### src/rtl/capcmp_timer.sv
module capcmp_timer #(
  parameter int CW   = 16,
  parameter int N_IC = 3,
  parameter int N_OC = 4,
  parameter int AW   = 4
) (
  input  logic                       clk,
  input  logic                       rst_n,
  input  logic [1:0]                 pre_sel,
  input  logic [N_IC:0]              cap_pin,
  input  logic [2*(N_IC+1)-1:0]      edge_sel,
  input  logic                       dual_is_cmp,
  input  logic [2*(N_OC+1)-1:0]      oc_act,
  input  logic                       wr_en,
  input  logic [AW-1:0]              wr_addr,
  input  logic [CW-1:0]              wr_data,
  output logic [CW-1:0]              count,
  output logic [(N_IC+1)*CW-1:0]     cap_q,
  output logic [N_IC+N_OC:0]         flags,
  output logic                       ovf_flag,
  output logic [N_OC:0]              oc_pin,
  output logic [N_IC+N_OC+1:0]       irq
);
  localparam int NCH  = N_IC + N_OC + 1;
  localparam int NCAP = N_IC + 1;
  localparam int NCMP = N_OC + 1;
  localparam int DUAL = NCH - 1;
  localparam logic [AW-1:0] A_CLR = AW'((1 << AW) - 2);
  localparam logic [AW-1:0] A_IEN = AW'((1 << AW) - 1);

  logic [3:0]      pdiv, pmask;
  logic            tick, wrap;
  logic [NCH:0]    ien, clr_bits;
  logic [NCAP-1:0] cap_prev, cap_hit;
  logic [NCMP-1:0] cmp_hit;
  logic [NCH-1:0]  ev;
  logic [CW-1:0]   cap_r [NCAP];
  logic [CW-1:0]   cmp_r [NCMP];

  always_comb begin
    case (pre_sel)
      2'd0:    pmask = 4'h0;
      2'd1:    pmask = 4'h3;
      2'd2:    pmask = 4'h7;
      default: pmask = 4'hF;
    endcase
  end

  assign tick     = (pdiv & pmask) == pmask;
  assign wrap     = tick && (count == {CW{1'b1}});
  assign clr_bits = (wr_en && wr_addr == A_CLR) ? wr_data[NCH:0] : '0;
  assign irq      = {ovf_flag, flags} & ien;

  always_comb begin
    for (int k = 0; k < NCAP; k++)
      cap_hit[k] = (k < N_IC || !dual_is_cmp) &&
                   ((edge_sel[2*k]   &&  cap_pin[k] && !cap_prev[k]) ||
                    (edge_sel[2*k+1] && !cap_pin[k] &&  cap_prev[k]));
    for (int j = 0; j < NCMP; j++)
      cmp_hit[j] = tick && (count == cmp_r[j]) && (j < N_OC || dual_is_cmp);
    ev = '0;
    for (int k = 0; k < N_IC; k++) ev[k] = cap_hit[k];
    for (int j = 0; j < N_OC; j++) ev[N_IC+j] = cmp_hit[j];
    ev[DUAL] = cap_hit[N_IC] | cmp_hit[N_OC];
  end

  for (genvar k = 0; k < NCAP; k++) begin : g_capq
    assign cap_q[k*CW +: CW] = cap_r[k];
  end

  always_ff @(posedge clk) begin
    if (!rst_n) begin
      pdiv     <= '0;
      count    <= '0;
      ovf_flag <= 1'b0;
      flags    <= '0;
      ien      <= '0;
      cap_prev <= '0;
      oc_pin   <= '0;
      for (int k = 0; k < NCAP; k++) cap_r[k] <= '0;
      for (int j = 0; j < NCMP; j++) cmp_r[j] <= '1;
    end else begin
      pdiv     <= pdiv + 4'd1;
      cap_prev <= cap_pin;
      if (tick) count <= count + CW'(1);
      for (int k = 0; k < NCAP; k++)
        if (cap_hit[k]) cap_r[k] <= count;
      for (int j = 0; j < NCMP; j++) begin
        if (wr_en && wr_addr == AW'(j)) cmp_r[j] <= wr_data;
        if (cmp_hit[j])
          case (oc_act[2*j +: 2])
            2'b01:   oc_pin[j] <= ~oc_pin[j];
            2'b10:   oc_pin[j] <= 1'b0;
            2'b11:   oc_pin[j] <= 1'b1;
            default: ;
          endcase
      end
      if (wr_en && wr_addr == A_IEN) ien <= wr_data[NCH:0];
      flags    <= (flags & ~clr_bits[NCH-1:0]) | ev;
      ovf_flag <= (ovf_flag & ~clr_bits[NCH]) | wrap;
    end
  end
endmodule

### config.mk
export PLATFORM = sky130hd
export DESIGN_NAME = capcmp_timer
export DESIGN_NICKNAME = d
export VERILOG_FILES = /design/src/rtl/capcmp_timer.sv
export SDC_FILE = /design/constraint.sdc
export NUM_CORES = 1
export LEC_CHECK = 0
export BUFFER_PORTS_ARGS = -buffer_cell sky130_fd_sc_hd__buf_2
export CAP_MARGIN = 20
export CORE_AREA = 5 5 134 123
export DETAILED_ROUTE_END_ITERATION = 7
export DIE_AREA = 0 0 139 128
export GPL_TIMING_DRIVEN = 0
export HOLD_SLACK_MARGIN = 0.02
export PLACE_DENSITY_LB_ADDON = 0.2
export SLEW_MARGIN = 20
export SYNTH_ARGS = -nofsm -noshare
export SYNTH_HDL_FRONTEND = slang
export SYNTH_SLANG_ARGS = --single-unit
### constraint.sdc
create_clock -name clk -period 2.75 [get_ports clk]
set_input_delay 0.4125 -clock clk [delete_from_list [all_inputs] [get_ports clk]]
set_output_delay 0.4125 -clock clk [all_outputs]
set_load 0.02 [all_outputs]
Word level (Yosys, flattened, before mapping)
Memories as Yosys holds them, arrays and structs flattened.
Index checks and enable logic that the tools add are counted.
W data, S select, Z words.
{"block": "word_totals", "ff_bits": 47, "mem_bits_rw": 144, "inputBits": 48, "out_inout_bits": 103, "word_cells": 168, "n_memories": 2}
{"block": "op_classes", "n_addsub": 2, "eq_ne": 30, "mux": 44, "bitwise_logic": 23, "reduce_logical": 56}
{"name": "cmp_r", "depth": 5, "width": 16, "read_ports": 5, "rd_clocked_by_memory_dff": 0, "wr": 5, "line": "38", "rtl": "logic [CW-1:0] cmp_r [NCMP];"}
{"name": "cap_r", "depth": 4, "width": 16, "read_ports": 4, "rd_clocked_by_memory_dff": 0, "wr": 4, "line": "37", "rtl": "logic [CW-1:0] cap_r [NCAP];"}
{"operator": "$mux W16", "count": 9}
{"operator": "$eq A16 B16 Y1", "count": 5}
{"operator": "$logic_and A1 B1 Y1", "count": 31}
{"operator": "$mux W1", "count": 28}
{"operator": "$eq A2 B2 Y1 const B", "count": 11}
{"operator": "$add A16 B1 Y16 const B", "count": 1}
{"operator": "$eq A16 B16 Y1 const B", "count": 1}
{"operator": "$pmux W1 S3", "count": 5}
{"operator": "$reduce_bool A3 Y1", "count": 5}
{"operator": "$eq A2 B1 Y1 const B", "count": 6}
{"operator": "$pmux W4 S3", "count": 1}
{"operator": "$or A1 B1 Y1", "count": 11}
{"operator": "$reduce_and A2 Y1", "count": 5}
{"operator": "$and A9 B9 Y9", "count": 1}
{"operator": "$logic_not A1 Y1", "count": 9}
{"operator": "$mux W9", "count": 1}
{"operator": "$and A8 B8 Y8", "count": 1}
{"operator": "$eq A4 B2 Y1 const B", "count": 2}
{"operator": "$eq A4 B4 Y1 const B", "count": 2}
{"operator": "$not A8 Y8", "count": 1}
{"operator": "$or A8 B8 Y8", "count": 1}
{"operator": "$not A1 Y1", "count": 6}
{"operator": "$add A4 B1 Y4 const B", "count": 1}
{"operator": "$and A4 B4 Y4", "count": 1}
{"operator": "other kinds (7)", "count": 10}

Depth between registers and ports, before layout
{"block": "depth", "ltp_word": 9, "mapped_depth": 7, "mapped_depth_nobuf": 5}

Worst setup path after synthesis
No wires, ideal clock.
{"block": "synth_path", "path_kind": "input -> register", "startpoint": "input port wr_addr[1]", "endpoint": "memory cmp_r[0][0] (enable)", "t_arrival_ps": 1975, "required_time_ps": 2339, "setup_slack_ps": 364, "stages": 2, "path_buffers": 0, "cell_sequence": "or3_1 o21ai_0"}
{"element": "start, declared", "line": "15", "rtl": "input logic [AW-1:0] wr_addr,"}
{"element": "end, declared", "line": "38"}

==> impl_metrics.tcl <==
set metrics [dict create \
    skew_ns 0.00685 \
    reg2reg_depth 6 \
    rows 43 \
    yosys_warnings 0 \
    drive_gt1_frac 0.260 \
    port_buffers 150 \
    fp.dieW_um 139 \
    vias_per_cell 5.60 \
    grt_pass1_wl_mm 32.1 \
    clkSlewWorstSetupHoldPaths_ns 0.07 \
    syn_area_um2 8040 \
    start_kind "primary input" \
    multi_input_area_um2 2610 \
    rrSetupSlack_ns 0.31 \
    netlist.area_leader.share 0.538 \
    hold_class "in2reg" \
    routedWlPerCell_um 20.1 \
    drc 0 \
    die_area_um2 17800 \
    grt_start_max_net_pins 17 \
    p_per_area_nw_per_um2 642 \
    worst_slew_pin_slew_ns 0.777 \
    place_congestion 0.876 \
    yosys-top-cells-area "edfxtp_1 (54%), dfxtp_1 (12%), xnor2_1 (5.7%)" \
    cp.arrival_ns 2.60 \
    design.core.area_um2 15100 \
    gr-total-overflow 0 \
    cp.required_ns 2.77 \
    numClockSinks 191 \
    drtIter0Drc 377 \
    synth_nets 685 \
    hpwl_mm 15.2 \
    cts_tree "built" \
    fin_total_pwr_w 0.00624 \
    ys_seq_area_frac 0.655 \
    yosysUniqueCellTypes 43 \
    crit_path_end "cap_r[2][0]$_SDFFCE_PN0P_" \
    r2r-start "count[9]$_SDFFE_PN0P_" \
    fmax_mhz 388 \
    async_flop_share 0 \
    cp-end-kind "flip-flop" \
    avgSynthCellArea_um2 12.7 \
    ios 151 \
    placed_cells_incl_taps 992 \
    drv_cap 0 \
    synth_top_area_cell "edfxtp_1" \
    instances_no_fill 1024 \
    rsz0062_at_grt "false" \
    die_h_um 128 \
    postCtsHoldBufs 0 \
    clockBufferDepth 2 \
    finalHoldViolCount 0 \
    cts_inserted_buffers 17 \
    drtPass1Iterations 5 \
    fin_crit_sh 0.938 \
    via_count 5733 \
    slew_violations 0 \
    postRouteWirelength_mm 20.6 \
    fillers 1173 \
    cts_setup_buffers 0 \
    status "finished clean" \
    clk_latency_ns 0.44 \
    place_ws_ns -0.255 \
    ys_ff_latch 191 \
    syn_to_final_growth_pct 20.8 \
    start_util 0.534 \
    ys.flop_type "edfxtp_1" \
    fin_nets 859 \
    ant_nets 0 \
    netlist_instances 635 \
    finalSetupViolCount 0 \
    cts_resized 0 \
    cts_root_buffer "clkbuf_16" \
    rr_endpoint "oc_pin[3]$_SDFFE_PN0P_" \
    track_usage 0.238 \
    relSlewSlack 0.482 \
    grt_antenna_before_repair 0 \
    startpoint "rst_n" \
    fin_ws_ns 0.171 \
    period_needed_ns 2.58 \
    crit_fanout 16 \
    seq_area_um2 5270 \
    ir_drop_mv 0.514 \
    h-tree-depth 4 \
    path_class "in2reg" \
    leakage_nw 3.99 \
    synth-edff-count 144 \
    grt_pass1_vias 5708 \
    diodes 0 \
]
[cells by family (layout without fill, tap and decap cells)]
logic type	after synthesis	count (layout)	share of synthesized area
and+or+nand+nor	239	239	0.165
DFF	191	191	0.655
xor gates and xnor gates	88	88	0.0958
AOI/OAI and AO/OA	57	57	0.0462
buffers and inverters	49	236	0.0236
muxes	9	9	0.0112
adders and majority gates	2	2	0.00311
[cells in the mapped netlist, types with 2 or more instances]
| cell | instances |
|---|---|
| or3_1 | 7 |
| inv_1 | 8 |
| nand3b_1 | 4 |
| a21boi_0 | 4 |
| nand2b_1 | 2 |
| xnor2_1 | 52 |
| a311o_1 | 3 |
| o21ai_0 | 14 |
| nor4_1 | 12 |
| mux2i_1 | 9 |
| edfxtp_1 | 144 |
| nand4_1 | 16 |
| buf_2 | 4 |
| o22ai_1 | 3 |
| o41ai_1 | 2 |
| a21oi_1 | 15 |
| nand2_1 | 32 |
| or2_2 | 20 |
| nor2_1 | 32 |
| ha_1 | 2 |
| or4_1 | 2 |
| and3_1 | 61 |
| and4_1 | 5 |
| and2_1 | 15 |
| dfxtp_1 | 47 |
| nand3_1 | 8 |
| clkbuf_1 | 30 |
| o21a_1 | 6 |
| o31ai_1 | 2 |
| nor3_1 | 17 |
| xor2_1 | 36 |
| a41oi_1 | 3 |
| nor2b_1 | 4 |
| buf_1 | 5 |
[report_power, final]
| group | switching [W] | leakage, nW | internal [W] |
|---|---|---|---|
| combinational | 0.000304 | 1.84 | 0.000159 |
| clock | 0.00104 | 0.283 | 0.00142 |
| sequential | 0.0000651 | 1.87 | 0.00325 |
[cell usage in the layout (no fill, tap or decap), types with 5 or more instances in the layout]
master / instances
mux2i_1: 9
and4_1: 5
nand3_1: 8
nor2_1: 31
a21oi_1: 15
nor3_1: 17
o21ai_0: 9
clkbuf_1: 33
dfxtp_1: 47
o21ai_2: 5
nor4_1: 12
xor2_1: 36
xnor2_1: 52
nand4_1: 16
or3_1: 7
inv_1: 8
and2_1: 15
edfxtp_1: 144
nand2_1: 32
o21a_1: 6
clkbuf_16: 17
buf_1: 5
and3_1: 61
or2_2: 20
buf_2: 154
[area by class of cell]
| type | instances | share of cell area |
|---|---|---|
| Buffer | 40 | 0.0161 |
| Clock buffer | 20 | 0.0450 |
| Clock inverter | 12 | 0.0147 |
| Inverter | 9 | 0.00348 |
| Multi-Input combinational cell | 395 | 0.269 |
| Sequential cell | 191 | 0.542 |
| Tap cell | 202 | 0.0260 |
| Timing Repair Buffer | 155 | 0.0842 |
[per-stage QoR]
stage                     hold WS [ns]  setup TNS [ns]   util  cell area (um2)
after global placement           0.441          -45.50  0.600             9050
final                            0.208               0  0.645             9710
after global routing             0.216               0  0.645             9710
after CTS                        0.199               0  0.645             9710
after floorplan                  0.430               0      -             8040
after detailed placement         0.478          -10.13  0.606             9130
[worst min-delay path by stage]
stage	from	end	slack (ns)	cells after the start
2_1_floorplan	pdiv[0]$_SDFF_PN0_	pdiv[0]$_SDFF_PN0_	0.43	1
3_3_place_gp	pdiv[0]$_SDFF_PN0_	pdiv[0]$_SDFF_PN0_	0.44	1
3_5_place_dp	ien[4]$_SDFFE_PN0P_	ien[4]$_SDFFE_PN0P_	0.48	2
4_1_cts	cap_pin[3]	cap_prev[3]$_SDFF_PN0_	0.20	2
5_1_grt	cap_pin[3]	cap_prev[3]$_SDFF_PN0_	0.22	2
6_report	cap_pin[3]	cap_prev[3]$_SDFF_PN0_	0.21	2
[worst max-delay path, stage by stage]
cell and delay (ns):
buf_2 0.09, clkbuf_1 0.37, clkbuf_1 0.50, clkbuf_1 0.61
nand2_1 0.61
[routing by layer]
layer / vias up / wire length, um / global-route usage
met5: - / 0 / 0
met4: 0 / 619 / 0.0857
met3: 46 / 1710 / 0.0642
met2: 242 / 9960 / 0.400
met1: 2788 / 8310 / 0.301
li1: 2657 / - / -
[sequential cells by signal, summed over array words and instances, names as in the netlist]
register	cells
pdiv	4
ien	9
cap_r	64
count	16
ovf_flag	1
cap_prev	4
cmp_r	80
oc_pin	5
flags	8
No activity file was read; power rests on OpenSTA's default activity.
